## src/rtl/cdt_pkg.sv

```systemverilog
package cdt_pkg;

  localparam int ADDR_DEF_W = 8;
  localparam int PRE_W      = 7;

  localparam logic [ADDR_DEF_W-1:0] IDX_CTRL = 8'h32;
  localparam logic [ADDR_DEF_W-1:0] IDX_INIT = 8'h38;
  localparam logic [ADDR_DEF_W-1:0] IDX_CUR  = 8'h39;
  localparam logic [ADDR_DEF_W-1:0] IDX_DIV  = 8'h3E;

  typedef enum logic [1:0] {
    MODE_ONESHOT  = 2'd0,
    MODE_PERIODIC = 2'd1,
    MODE_DEADLINE = 2'd2,
    MODE_SPARE    = 2'd3
  } tmode_e;

  // Divider select -> log2 of the division ratio
  function automatic logic [2:0] div_shift(input logic [3:0] sel);
    if (sel[3]) begin
      if (sel[1:0] == 2'b11) return 3'd0;
      return 3'd5 + {1'b0, sel[1:0]};
    end
    return 3'd1 + {1'b0, sel[1:0]};
  endfunction

  function automatic logic mode_counts(input tmode_e m);
    return (m == MODE_ONESHOT) || (m == MODE_PERIODIC);
  endfunction

  function automatic logic [31:0] ctrl_word(input logic [7:0] vec, input logic pend,
                                            input logic msk, input tmode_e m);
    return {13'd0, m, msk, 3'd0, pend, 4'd0, vec};
  endfunction

endpackage

```

## src/rtl/cdt_prescale.sv

```systemverilog
module cdt_prescale
  import cdt_pkg::*;
(
  input  logic       clk,
  input  logic       rst_n,
  input  logic [2:0] cfg_shift,
  output logic       tick
);
  logic [PRE_W-1:0] phase;
  logic [2:0]       shift_act;
  logic [PRE_W-1:0] lane_mask;

  always_comb begin
    lane_mask = '0;
    for (int i = 0; i < PRE_W; i++) begin
      if (i < int'(shift_act)) lane_mask[i] = 1'b1;
    end
  end

  assign tick = ((phase & lane_mask) == lane_mask);

  always_ff @(posedge clk) begin
    if (!rst_n) begin
      phase     <= '0;
      shift_act <= div_shift(4'd0);
    end else begin
      phase <= phase + 1'b1;
      if (tick) shift_act <= cfg_shift;
    end
  end
endmodule

```

## src/rtl/cdt_counter.sv

```systemverilog
module cdt_counter #(
  parameter int CNT_W = 32
) (
  input  logic             clk,
  input  logic             rst_n,
  input  logic             tick,
  input  logic             count_en,
  input  logic             periodic,
  input  logic             ld,
  input  logic [CNT_W-1:0] ld_val,
  input  logic [CNT_W-1:0] reload_val,
  output logic [CNT_W-1:0] cur,
  output logic             hit_zero
);
  logic running;
  logic reload_pend;

  assign hit_zero = !ld && count_en && running && !reload_pend && tick &&
                    (cur == CNT_W'(1));

  always_ff @(posedge clk) begin
    if (!rst_n) begin
      cur         <= '0;
      running     <= 1'b0;
      reload_pend <= 1'b0;
    end else if (ld) begin
      cur         <= ld_val;
      running     <= (ld_val != '0);
      reload_pend <= 1'b0;
    end else if (count_en && reload_pend) begin
      cur         <= reload_val;
      reload_pend <= 1'b0;
    end else if (hit_zero) begin
      cur <= '0;
      if (periodic) reload_pend <= 1'b1;
      else          running     <= 1'b0;
    end else if (count_en && running && tick) begin
      cur <= cur - CNT_W'(1);
    end
  end
endmodule

```

## src/rtl/cdt_regs.sv

```systemverilog
module cdt_regs
  import cdt_pkg::*;
#(
  parameter int CNT_W  = 32,
  parameter int ADDR_W = 8
) (
  input  logic              clk,
  input  logic              rst_n,
  input  logic              wr_en,
  input  logic [ADDR_W-1:0] addr,
  input  logic [31:0]       wdata,
  input  logic [CNT_W-1:0]  cur,
  input  logic              irq_issue,
  input  logic              irq_ack,
  output logic [7:0]        vec,
  output logic              mask,
  output tmode_e            mode,
  output logic [3:0]        div_sel,
  output logic [CNT_W-1:0]  init_val,
  output logic              ld,
  output logic              pend,
  output logic [31:0]       rdata
);
  logic sel_ctrl, sel_init, sel_cur, sel_div;
  logic counts;

  assign sel_ctrl = (addr == ADDR_W'(IDX_CTRL));
  assign sel_init = (addr == ADDR_W'(IDX_INIT));
  assign sel_cur  = (addr == ADDR_W'(IDX_CUR));
  assign sel_div  = (addr == ADDR_W'(IDX_DIV));
  assign counts   = mode_counts(mode);
  assign ld       = wr_en && sel_init && counts;

  always_ff @(posedge clk) begin
    if (!rst_n) begin
      vec      <= '0;
      mask     <= 1'b1;
      mode     <= MODE_ONESHOT;
      div_sel  <= '0;
      init_val <= '0;
      pend     <= 1'b0;
    end else begin
      if (wr_en && sel_ctrl) begin
        vec  <= wdata[7:0];
        mask <= wdata[16];
        mode <= tmode_e'(wdata[18:17]);
      end
      if (wr_en && sel_div) div_sel <= {wdata[3], 1'b0, wdata[1:0]};
      if (ld) init_val <= wdata[CNT_W-1:0];
      if (irq_issue)    pend <= 1'b1;
      else if (irq_ack) pend <= 1'b0;
    end
  end

  always_comb begin
    rdata = '0;
    if (sel_ctrl)      rdata = ctrl_word(vec, pend, mask, mode);
    else if (sel_init) rdata = counts ? 32'(init_val) : 32'd0;
    else if (sel_cur)  rdata = 32'(cur);
    else if (sel_div)  rdata = 32'(div_sel);
  end
endmodule

```

## src/rtl/cdt_timer.sv

```systemverilog
module cdt_timer
  import cdt_pkg::*;
#(
  parameter int CNT_W  = 32,
  parameter int ADDR_W = ADDR_DEF_W
) (
  input  logic              clk,
  input  logic              rst_n,
  input  logic              wr_en,
  input  logic [ADDR_W-1:0] addr,
  input  logic [31:0]       wdata,
  output logic [31:0]       rdata,
  input  logic              irq_ack,
  output logic              irq_req,
  output logic [7:0]        irq_vector
);
  logic [7:0]       vec;
  logic             mask;
  tmode_e           mode;
  logic [3:0]       div_sel;
  logic [CNT_W-1:0] init_val;
  logic [CNT_W-1:0] cur;
  logic             ld, pend, tick, hit_zero, irq_issue, count_en;

  assign count_en   = mode_counts(mode);
  assign irq_issue  = hit_zero && !mask;
  assign irq_vector = vec;

  cdt_regs #(.CNT_W(CNT_W), .ADDR_W(ADDR_W)) u_regs (
    .clk(clk), .rst_n(rst_n), .wr_en(wr_en), .addr(addr), .wdata(wdata),
    .cur(cur), .irq_issue(irq_issue), .irq_ack(irq_ack),
    .vec(vec), .mask(mask), .mode(mode), .div_sel(div_sel),
    .init_val(init_val), .ld(ld), .pend(pend), .rdata(rdata)
  );

  cdt_prescale u_pre (
    .clk(clk), .rst_n(rst_n), .cfg_shift(div_shift(div_sel)), .tick(tick)
  );

  cdt_counter #(.CNT_W(CNT_W)) u_cnt (
    .clk(clk), .rst_n(rst_n), .tick(tick), .count_en(count_en),
    .periodic(mode == MODE_PERIODIC), .ld(ld), .ld_val(wdata[CNT_W-1:0]),
    .reload_val(init_val), .cur(cur), .hit_zero(hit_zero)
  );

  always_ff @(posedge clk) begin
    if (!rst_n) irq_req <= 1'b0;
    else        irq_req <= irq_issue;
  end
endmodule

```

## config.mk

```make
export PLATFORM = sky130hd
export DESIGN_NAME = cdt_timer
export DESIGN_NICKNAME = d
export VERILOG_FILES = /design/src/rtl/cdt_pkg.sv /design/src/rtl/cdt_prescale.sv /design/src/rtl/cdt_counter.sv /design/src/rtl/cdt_regs.sv /design/src/rtl/cdt_timer.sv
export SDC_FILE = /design/constraint.sdc
export NUM_CORES = 1
export LEC_CHECK = 0
export BUFFER_PORTS_ARGS = -buffer_cell sky130_fd_sc_hd__buf_2
export CORE_UTILIZATION = 30
export CTS_CLUSTER_SIZE = 25
export DETAILED_ROUTE_END_ITERATION = 10
export GPL_ROUTABILITY_DRIVEN = 0
export GPL_TIMING_DRIVEN = 0
export PLACE_DENSITY = 0.51
export SLEW_MARGIN = 10
export SYNTH_ARGS = -nofsm -noshare
export SYNTH_HDL_FRONTEND = slang
export SYNTH_SLANG_ARGS = --single-unit
export TNS_END_PERCENT = 20
```

## constraint.sdc

```tcl
create_clock -name clk -period 3.3 [get_ports clk]
set_clock_uncertainty 0.05 [all_clocks]
set_input_delay 0.33 -clock clk [delete_from_list [all_inputs] [get_ports clk]]
set_output_delay 0.33 -clock clk [all_outputs]
set_load 0.01 [all_outputs]
```

==> out/qor.log, run 1 <==
INFO  clock_tree     clock_tree_root_buffer_cell=sky130_fd_sc_hd__clkbuf_16
INFO  min_path       worst_hold_startpoint=wdata[28]
INFO  floorplanning  die_span_x=130microns
INFO  critical_path  reg2reg_slack=0.13ns
INFO  grt            largest_net_degree_at_the_start_of_global_routing=17
INFO  critical_path  setup.worst_path.start_class=flop
INFO  timing         hold_viol_final=0
INFO  timing         rsz0062_at_grt=true
INFO  critical_path  crit_required=3.51ns
INFO  routing        via_count=5484
INFO  grt            grt_pass1_vias=5311
INFO  power          ir_drop=0.245mV
INFO  synthesis      total_of_flip_flops_plus_latches_after_synthesis=92
INFO  critical_path  critical_path_source=u_cnt.cur[19]
INFO  grt            grt-ovfl-total=0
INFO  layout         final_net_count=786
INFO  clock_tree     clkSlewWorstSetupHoldPaths=0.07ns
INFO  synthesis      synthCells=643
INFO  power          p_leak=0.00240uW
INFO  synthesis      ys.flop_type=sky130_fd_sc_hd__dfxtp_1
INFO  synthesis      postSynthAreaPerCell=7.62squm
INFO  critical_path  worstPathCellList=clkbuf_2 -> nor4_4 -> nand4b_2 -> or4_4 -> a2111o_1 -> nand2_4 -> buf_8 -> o21ai_1 -> a32o_1
INFO  place          buffer_ports.inserted=83
INFO  clock_tree     tritoncts_clock_tree=done
INFO  critical_path  critPathCaptureType=flop
INFO  synthesis      synth.distinct_cells=64
INFO  synthesis      yosys_warnings=0
INFO  timing         tightestPinTransition=1.10ns
INFO  place          placed_area=5590squm
INFO  grt            grt_util_all_layers=24.1%
INFO  layout         final_common_cell=sky130_fd_sc_hd__nand2_1
INFO  clock_tree     latest_clock_arrival_within_the_worst_skew_pair=0.36ns
INFO  critical_path  crit_path_max_fanout=10
INFO  layout         post_route_cells_drive_above_1_share=17.1%
INFO  timing         timing.slew.headroom=26.1%
INFO  routing        dr.first_iter.drc_count=434
INFO  layout         flow.area_growth_from_synthesis=21.7%
INFO  timing         timing.fmax=0.315GHz
INFO  critical_path  critical-path-max-stage-delay=0.62ns
INFO  critical_path  setup.worst_path.class=reg -> reg
INFO  grt            grt_antenna_before_repair=0
INFO  timing         finalSetupViolations=0
INFO  synthesis      post_synthesis_sequential_area_ratio=37.6%
INFO  routing        post_drt_wl_per_cell=20.6microns
INFO  place          hpwl=14100microns
INFO  layout         n_antenna_cell=0
INFO  timing         period_share=96.1%
INFO  routing        detail_route.vias_per_cell=5.72
INFO  clock_tree     cts.path.max_buffers=2
INFO  floorplanning  rows=46
INFO  routing        detail_route.first_pass.iterations=7
INFO  place          placedCellCount=942
INFO  grt            grt_pass1_wl=30000microns
INFO  power          power_density=415nW/um^2
INFO  clock_tree     count_of_clock_tree_sinks=92
INFO  floorplanning  fp.coreArea=15900squm
INFO  synthesis      syn_nets=691
INFO  clock_tree     number_of_h_tree_levels=3
INFO  synthesis      post_synth_instance_area=4900squm
INFO  synthesis      async_flop_share=0%
INFO  layout         finish.instance_area=5960squm
INFO  floorplanning  start_util=30.7%
INFO  clock_tree     numCtsBuffers=9
INFO  floorplanning  chipHeight=130microns
INFO  run_status     outcome=finished, final reports clean
INFO  floorplanning  die_area=16900squm
INFO  routing        routed_wirelength=19800microns
INFO  synthesis      synth_edf_count=0
INFO  critical_path  critical_path.reg2reg.startpoint=u_cnt.cur[19]
INFO  critical_path  cp_data_arrival_time=3.38ns
INFO  routing        postRouteAntennaNets=0
INFO  run            drv_cap=0
INFO  timing         layout_min_cycle_time=3.17ns
INFO  timing         drv_slew=0
INFO  floorplanning  io_pins=85
INFO  layout         layout_common_cells=151 x sky130_fd_sc_hd__nand2_1, 92 x sky130_fd_sc_hd__dfxtp_1, 85 x sky130_fd_sc_hd__buf_2
INFO  min_path       hold_path_class=in -> reg
INFO  layout         final_cell_count_no_fill=959
INFO  critical_path  slowest_cell_on_the_critical_path=sky130_fd_sc_hd__or4_4
INFO  routing        drcViolationCount=0
[repair_timing]
item	in CTS	in global routing
setup buffers	0	2
hold buffers	0	0
pin swaps	0	2
gates resized for setup	5	11
endpoints found under the setup margin	43	62
[final timing paths]
path / to / cells past startpoint
setup / recovery: u_cnt.cur[12] / 9
hold / removal: u_regs.init_val[28] / 3
setup reg to reg: u_cnt.cur[12] / 9
hold reg to reg: u_regs.vec[5] / 2
[routing by layer]
| metal | routed length, microns | part of all wire, % | GRT usage (%) | vias up |
|---|---|---|---|---|
| met5 | 0 | 0 | 0 | - |
| met1 | 8520 | 43 | 31.1 | 2599 |
| met2 | 8750 | 44 | 38.4 | 282 |
| met4 | 506 | 2.6 | 9.44 | 0 |
| met3 | 2000 | 10 | 6.44 | 39 |
| li1 | - | - | - | 2564 |
[per-stage QoR]
step                      util, %  setup WS, ns  hold WS [ns]  TNS [ns]  total power, uW
after detailed placement     35.0        -0.634         0.412    -18.95             1340
after floorplan                 -         0.616         0.393         0             1250
after global placement       35.0        -0.502         0.406    -15.26             1330
final                        37.4         0.129         0.178         0             2480
after global routing         37.4       -0.0172         0.186   -0.0201             2550
after CTS                    37.2        0.0232         0.174         0             2480
[cells in the mapped netlist (2+ instances only)]
master	instances	area share [%]
sky130_fd_sc_hd__a41oi_1	3	0.54
sky130_fd_sc_hd__nor2_1	32	2.5
sky130_fd_sc_hd__inv_1	7	0.54
sky130_fd_sc_hd__or3_1	4	0.51
sky130_fd_sc_hd__o21a_1	3	0.46
sky130_fd_sc_hd__a21oi_1	61	6.2
sky130_fd_sc_hd__o221ai_1	2	0.36
sky130_fd_sc_hd__o31ai_1	4	0.61
sky130_fd_sc_hd__nand4bb_1	2	0.46
sky130_fd_sc_hd__xor2_1	5	0.89
sky130_fd_sc_hd__nand2_1	151	12
sky130_fd_sc_hd__a222oi_1	4	0.82
sky130_fd_sc_hd__mux2i_1	3	0.61
sky130_fd_sc_hd__a22oi_1	16	2.5
sky130_fd_sc_hd__nor3_1	18	1.8
sky130_fd_sc_hd__o22ai_1	10	1.3
sky130_fd_sc_hd__o211ai_1	7	1.1
sky130_fd_sc_hd__o21ai_1	5	0.51
sky130_fd_sc_hd__and2_1	3	0.38
sky130_fd_sc_hd__clkbuf_1	38	2.9
sky130_fd_sc_hd__and3_1	3	0.38
sky130_fd_sc_hd__nor2b_1	4	0.51
sky130_fd_sc_hd__nand3_1	29	3.0
sky130_fd_sc_hd__buf_1	2	0.15
sky130_fd_sc_hd__nand3b_1	2	0.31
sky130_fd_sc_hd__a22o_1	21	3.8
sky130_fd_sc_hd__or4_1	3	0.46
sky130_fd_sc_hd__nand4_1	6	0.77
sky130_fd_sc_hd__o21ai_0	23	2.3
sky130_fd_sc_hd__o211a_1	2	0.41
sky130_fd_sc_hd__nor4_1	15	1.9
sky130_fd_sc_hd__nand2b_1	5	0.64
sky130_fd_sc_hd__nor4_4	3	1.3
sky130_fd_sc_hd__dfxtp_1	92	38
sky130_fd_sc_hd__a32o_1	9	1.8
sky130_fd_sc_hd__or4_4	2	0.46
sky130_fd_sc_hd__o31a_1	2	0.36
sky130_fd_sc_hd__ha_1	4	1.0
sky130_fd_sc_hd__a31oi_1	10	1.3
sky130_fd_sc_hd__o2bb2ai_1	4	0.71
[cell families after synthesis]
kind of cell	Yosys count	synth area share (%)
mux	3	0.613
compound gates	199	27.5
xor+xnor	6	1.07
flops	92	37.6
simple gates	287	28.0
buf+inv	52	4.26
fa+ha+maj	4	1.02
[registers in the layout (all words and copies together) (netlist names), 2 cells and up]
signal and flops:
u_pre.phase 7, u_regs.mode 2, u_regs.init_val 32, u_cnt.cur 32, u_regs.div_sel 3, u_pre.shift_act 3
u_regs.vec 8
[layout make-up]
type	count	area (sq um)
clock inverter	7	98.8
clock buffer	9	225
inverter	9	33.8
buffer	42	180
timing repair buffer	85	430
fill	1714	9980
sequential	92	1840
tap	216	270
multi-input combinational	499	2880
[critical path, delay by kind of cell (launching register included)]
kind | cells | cell delay, ns
simple gates | 4 | 1.46
buf+inv | 2 | 0.36
flops | 1 | 0.30
compound gates | 3 | 0.89
[report_power, final]
group | switching [uW] | total (uW) | internal, uW | leakage (uW)
Sequential | 12.0 | 1130 | 1120 | 0.000742
Clock | 490 | 1160 | 668 | 0.000156
Combinational | 121 | 187 | 66.6 | 0.00150
Total | 623 | 2480 | 1850 | 0.00240
Note: power is estimated with default switching activity, not from simulation.
==> inputs of run 2 (changes only) <==
==> constraint.sdc (replaced) <==
create_clock -name clk -period 3.3 [get_ports clk]
set_clock_uncertainty 0.05 [all_clocks]
set_input_delay 0.66 -clock clk [delete_from_list [all_inputs] [get_ports clk]]
set_output_delay 0.66 -clock clk [all_outputs]
set_load 0.01 [all_outputs]
==> run 2 against run 1 <==
Worst setup slack got worse by 0.043 ns. Clock power about the same. Utilization increased by 0.55 points. Hold slack improved by 0.24 ns. Cell area increased by 1.5%. Die area unchanged. Register-to-register slack got worse by 0.04 ns. Sequential cell count unchanged. Power increased by 0.22%. Global-route usage about the same. Critical path depth decreased by 1. Largest power group unchanged.
==> out/qor.log, run 2 (synthesis results as in run 1) <==
INFO  run_status     outcome=finished, final reports clean
INFO  clock_tree     tritoncts_clock_tree=done
INFO  layout         final_net_count=788
INFO  place          placedCellCount=942
INFO  floorplanning  die_span_x=130microns
INFO  timing         period_share=97.4%
INFO  grt            largest_net_degree_at_the_start_of_global_routing=17
INFO  critical_path  critPathCaptureType=flop
INFO  layout         flow.area_growth_from_synthesis=23.5%
INFO  floorplanning  fp.coreArea=15900squm
INFO  grt            grt_pass1_wl=30000microns
INFO  timing         drv_slew=0
INFO  routing        dr.first_iter.drc_count=487
INFO  layout         biggestRegsByFlops=u_cnt.cur: 32 flops, u_regs.init_val: 32 flops, u_regs.vec: 8 flops
INFO  routing        detail_route.vias_per_cell=5.76
INFO  timing         layout_min_cycle_time=3.21ns
INFO  clock_tree     clock_tree_root_buffer_cell=sky130_fd_sc_hd__clkbuf_16
INFO  routing        routed_wirelength=19900microns
INFO  layout         multi_input_comb_area=2930squm
INFO  critical_path  crit_path_max_fanout=10
INFO  timing         hold_viol_final=0
INFO  floorplanning  die_area=16900squm
INFO  power          design_power_total=2480uW
INFO  floorplanning  start_util=30.7%
INFO  layout         layout.core_utilization=38.0%
INFO  critical_path  setup.worst_path.start_class=flop
INFO  clock_tree     numCtsBuffers=9
INFO  routing        via_count=5539
INFO  floorplanning  rows=46
INFO  layout         post_route_cells_drive_above_1_share=18.3%
INFO  clock_tree     latest_clock_arrival_within_the_worst_skew_pair=0.36ns
INFO  power          ir_drop=0.246mV
INFO  critical_path  setup.worst_path.class=reg -> reg
INFO  layout         final_cell_count_no_fill=961
INFO  floorplanning  io_pins=85
INFO  clock_tree     cts.path.max_buffers=2
INFO  grt            grt_antenna_before_repair=0
INFO  power          p_leak=0.00245uW
INFO  critical_path  crit_required=3.51ns
INFO  timing         whs=0.419ns
INFO  layout         n_antenna_cell=0
INFO  routing        drcViolationCount=0
INFO  timing         tightestPinTransition=0.851ns
INFO  clock_tree     clkSlewWorstSetupHoldPaths=0.07ns
INFO  place          buffer_ports.inserted=83
INFO  power          power_density=410nW/um^2
INFO  routing        detail_route.first_pass.iterations=5
INFO  critical_path  reg2reg_slack=0.09ns
INFO  run            drv_cap=0
INFO  timing         timing.slew.headroom=43.3%
INFO  routing        post_drt_wl_per_cell=20.7microns
INFO  routing        postRouteAntennaNets=0
INFO  grt            grt_util_all_layers=24.2%
INFO  clock_tree     count_of_clock_tree_sinks=92
INFO  floorplanning  chipHeight=130microns
INFO  timing         rsz0062_at_grt=true
INFO  layout         final-seq-area=1840squm
INFO  clock_tree     number_of_h_tree_levels=3
INFO  layout         nFillCells=1704
INFO  timing         timing.fmax=0.311GHz
INFO  layout         final_common_cell=sky130_fd_sc_hd__nand2_1
INFO  grt            grt_pass1_vias=5310
INFO  grt            grt-ovfl-total=0
INFO  layout         layout_common_cells=151 x sky130_fd_sc_hd__nand2_1, 92 x sky130_fd_sc_hd__dfxtp_1, 85 x sky130_fd_sc_hd__buf_2
INFO  place          hpwl=14100microns
INFO  min_path       hold_path_class=reg -> reg
INFO  critical_path  cp_data_arrival_time=3.42ns
INFO  timing         finalSetupViolations=0
INFO  timing         fin_tns_setup=0ns
==> run 2: per-layer routing <==
metal / vias to the layer above / GRT usage [%] / share of wire (%)
met1: 2637 / 31.1 / 43
li1: 2566 / - / -
met5: - / 0 / 0
met2: 294 / 38.4 / 45
met4: 0 / 9.99 / 3.0
met3: 42 / 6.27 / 9.0
==> run 2: final timing paths <==
check / startpoint / endpoint / cells past startpoint
min: u_regs.vec[5] / u_regs.vec[5] / 2
min reg2reg: u_regs.vec[5] / u_regs.vec[5] / 2
max: u_cnt.cur[9] / u_cnt.cur[12] / 8
max reg2reg: u_cnt.cur[9] / u_cnt.cur[12] / 8
==> run 2: area by class of cell <==
cell class	instances	share of cell area, %
Multi-Input combinational cell	499	48.3
Clock buffer	9	3.72
Sequential cell	92	30.4
Timing Repair Buffer	86	7.24
Buffer	43	3.62
Tap cell	216	4.47
Inverter	9	0.558
Clock inverter	7	1.63
==> run 2: where the power goes <==
part	total (uW)	internal, uW	switching (uW)
clock network	1160	668	492
logic	190	67.9	123
registers	1130	1120	12.0
total	2480	1860	627
==> run 2: critical path, cell delays in order, from the launching register on <==
cell and delay [ns]:
sky130_fd_sc_hd__dfxtp_1 0.39, sky130_fd_sc_hd__nor4_4 0.52, sky130_fd_sc_hd__nand3b_1 0.25, sky130_fd_sc_hd__or4_4 0.59
sky130_fd_sc_hd__a2111o_2 0.54, sky130_fd_sc_hd__nand2_4 0.22, sky130_fd_sc_hd__buf_8 0.18, sky130_fd_sc_hd__o21ai_1 0.08
sky130_fd_sc_hd__a32o_1 0.28
==> run 2: what timing repair did <==
item / 4_1_cts / 5_1_grt
gates cloned: 0 / 0
hold buffers: 0 / 0
hold endpoints to repair: 0 / 0
setup buffers: 0 / 3
pin swaps: 1 / 3
setup endpoints to repair: 72 / 68
resized for setup: 21 / 16
==> run 2: stage by stage <==
| step | setup slack, ns | instance area, sq um |
|---|---|---|
| floorplan | 0.138 | 4900 |
| global placement | -0.897 | 5590 |
| detailed placement | -0.964 | 5590 |
| CTS | 0.00958 | 5990 |
| global route | -0.0169 | 6050 |
| finish | 0.0854 | 6050 |
==> inputs of run 3 (changes only) <==
- BUFFER_PORTS_ARGS: -buffer_cell sky130_fd_sc_hd__buf_2 -> -buffer_cell sky130_fd_sc_hd__buf_4
- CORE_UTILIZATION: 30 -> 56
- PLACE_DENSITY: 0.51 -> 0.83
==> run 3 against run 2 <==
Hold slack better by 0.0044 ns. First-iteration DRC count up 58%. Maximum frequency down 2.4%. Highest routed layer unchanged. Critical path type is now in -> out. Global-route usage up 15 points. Cell area down 1.6%. Count of clock-buffer cells in the layout up 2. Largest power group is now registers. Sequential cell count unchanged. Utilization up 33 points. Largest cell class unchanged.
==> out/qor.log, run 3 (synthesis results as in run 1) <==
INFO  power          power.share.sequential=50.5%
INFO  min_path       hold_path_class=reg -> reg
INFO  clock_tree     postCtsSetupRepairBufs=0
INFO  grt            globalRouteMet1Util=48.7%
INFO  clock_tree     count_of_clock_tree_sinks=92
INFO  critical_path  crit_required=2.59ns
INFO  power          power_report.internal_total=1700uW
INFO  routing        post_drt_wl_per_cell=20.9microns
INFO  floorplanning  rows=33
INFO  timing         final.setup.worst_slack=0.00501ns
INFO  clock_tree     latest_clock_arrival_within_the_worst_skew_pair=0.38ns
INFO  power          combPwrFrac=9.0%
INFO  layout         layout.core_utilization=71.4%
INFO  clock_tree     postCtsHoldBufs=0
INFO  run_status     outcome=finished, final reports clean
INFO  critical_path  critPathCaptureType=output port
INFO  critical_path  setup.worst_path.class=in -> out
INFO  grt            grt_pass1_vias=5285
INFO  layout         final_net_count=785
INFO  run            drv_cap=0
INFO  floorplanning  die_area=9130squm
INFO  routing        postRouteAntennaNets=0
INFO  timing         rsz0062_at_grt=true
INFO  grt            grt_pass1_wl=27000microns
INFO  routing        via_count=5816
INFO  critical_path  cp_data_arrival_time=2.58ns
INFO  layout         layout_common_cells=151 x sky130_fd_sc_hd__nand2_1, 92 x sky130_fd_sc_hd__dfxtp_1, 85 x sky130_fd_sc_hd__buf_4
INFO  layout         post_route_cells_drive_above_1_share=16.9%
INFO  critical_path  setup.worst_path.start_class=primary input
INFO  routing        routed_wirelength=17700microns
INFO  timing         period_share=99.8%
INFO  routing        detail_route.first_pass.iterations=8
INFO  power          design_power_total=2240uW
INFO  critical_path  critPathMostFrequentCell=sky130_fd_sc_hd__buf_4
INFO  timing         drv_slew=0
INFO  power          p_sw=542uW
INFO  layout         nFillCells=689
INFO  power          ir_drop=0.227mV
INFO  floorplanning  io_pins=85
INFO  clock_tree     clock_tree_root_buffer_cell=sky130_fd_sc_hd__clkbuf_8
INFO  place          post-place-ws=-0.706ns
INFO  place          placed_area=5660squm
INFO  routing        drcViolationCount=0
INFO  grt            busiest_layer=met2
INFO  critical_path  critical-path-max-stage-delay=0.60ns
INFO  grt            grt.met3_usage=11.4%
INFO  floorplanning  fp.coreArea=8340squm
INFO  timing         tightestPinTransition=0.819ns
INFO  layout         biggestRegsByFlops=u_cnt.cur: 32 flops, u_regs.init_val: 32 flops, u_regs.vec: 8 flops
INFO  timing         timing.fmax=0.303GHz
INFO  power          power_density=377nW/um^2
INFO  grt            largest_net_degree_at_the_start_of_global_routing=15
INFO  critical_path  slowest_cell_on_the_critical_path=sky130_fd_sc_hd__nor4_2
INFO  clock_tree     numCtsBuffers=9
INFO  clock_tree     clkSlewWorstSetupHoldPaths=0.09ns
INFO  grt            grt_util_all_layers=39.6%
INFO  floorplanning  chipHeight=95.6microns
INFO  routing        detail_route.vias_per_cell=6.87
INFO  place          hpwl=12300microns
INFO  grt            gr-usage-met2=61.5%
INFO  clock_tree     cts.path.max_buffers=2
INFO  layout         final_common_cell=sky130_fd_sc_hd__nand2_1
INFO  timing         finalSetupViolations=0
INFO  clock_tree     tritoncts_clock_tree=done
INFO  layout         finish.instance_area=5960squm
INFO  place          buffer_ports.inserted=83
INFO  floorplanning  die_span_x=95.6microns
INFO  grt            grt-ovfl-total=0
INFO  grt            grt_antenna_before_repair=0
INFO  layout         flow.area_growth_from_synthesis=21.5%
INFO  timing         timing.slew.headroom=45.4%
INFO  timing         hold_viol_final=0
INFO  layout         n_antenna_cell=0
INFO  routing        dr.first_iter.drc_count=771
INFO  timing         layout_min_cycle_time=3.29ns
INFO  critical_path  worstPathCellList=buf_4 -> nand4bb_1 -> nor4_2 -> clkbuf_1 -> a22o_1 -> buf_4
INFO  floorplanning  start_util=58.8%
INFO  clock_tree     number_of_h_tree_levels=3
INFO  power          netSwitchingFraction=24.1%
INFO  critical_path  crit_path_max_fanout=10
INFO  power          p_leak=0.00240uW
INFO  power          pwr-share-clk=40.6%
run 3: final cells by class:
| type | count | area, sq um | share of cell area [%] |
|---|---|---|---|
| sequential | 92 | 1840 | 30.9 |
| multi-input combinational | 499 | 2900 | 48.7 |
| buffer | 43 | 196 | 3.30 |
| tap | 105 | 131 | 2.21 |
| inverter | 9 | 33.8 | 0.567 |
| clock buffer | 11 | 131 | 2.21 |
| clock inverter | 4 | 98.8 | 1.66 |
| timing repair buffer | 83 | 623 | 10.5 |
run 3: power groups by stage:
stage | clock network (uW) | registers, uW | logic, uW
global placement | 0 | 1160 | 181
detailed placement | 0 | 1160 | 187
finish | 910 | 1130 | 201
global route | 950 | 1130 | 213
floorplan | 0 | 1150 | 98.8
CTS | 901 | 1130 | 191
run 3: what timing repair did:
item	in CTS	in global routing
gates resized for setup	14	10
pin swaps	0	2
endpoints found under the setup margin	61	51
run 3: final timing paths:
| path | cells after the start | slack, ns | start | end |
|---|---|---|---|---|
| worst max-delay path | 6 | 0.005 | addr[6] | rdata[24] |
| worst min-delay path | 2 | 0.42 | u_regs.init_val[28] | u_regs.init_val[28] |
| worst max register to register | 8 | 0.05 | u_cnt.cur[14] | u_cnt.cur[14] |
| worst min register to register | 2 | 0.42 | u_regs.init_val[28] | u_regs.init_val[28] |
run 3: routing by layer:
metal / share of wire (%) / up-vias
met5: 0 / -
met4: 5.8 / 0
met3: 14 / 108
met2: 44 / 467
met1: 37 / 2684
li1: - / 2557
run 3: through the flow:
step,hold WS [ns],TNS [ns],cells
after floorplan,0.393,0,643
after global placement,0.403,-30.92,831
after detailed placement,0.413,-31.83,831
after CTS,0.426,0,846
after global routing,0.444,-0.406,846
final,0.423,0,846
run 3: worst max-delay path: cells and delay by family:
family                 cells  cell delay [ns]
and+or+nand+nor            2             0.90
AOI/OAI and AO/OA          1             0.25
buffers and inverters      3             0.78
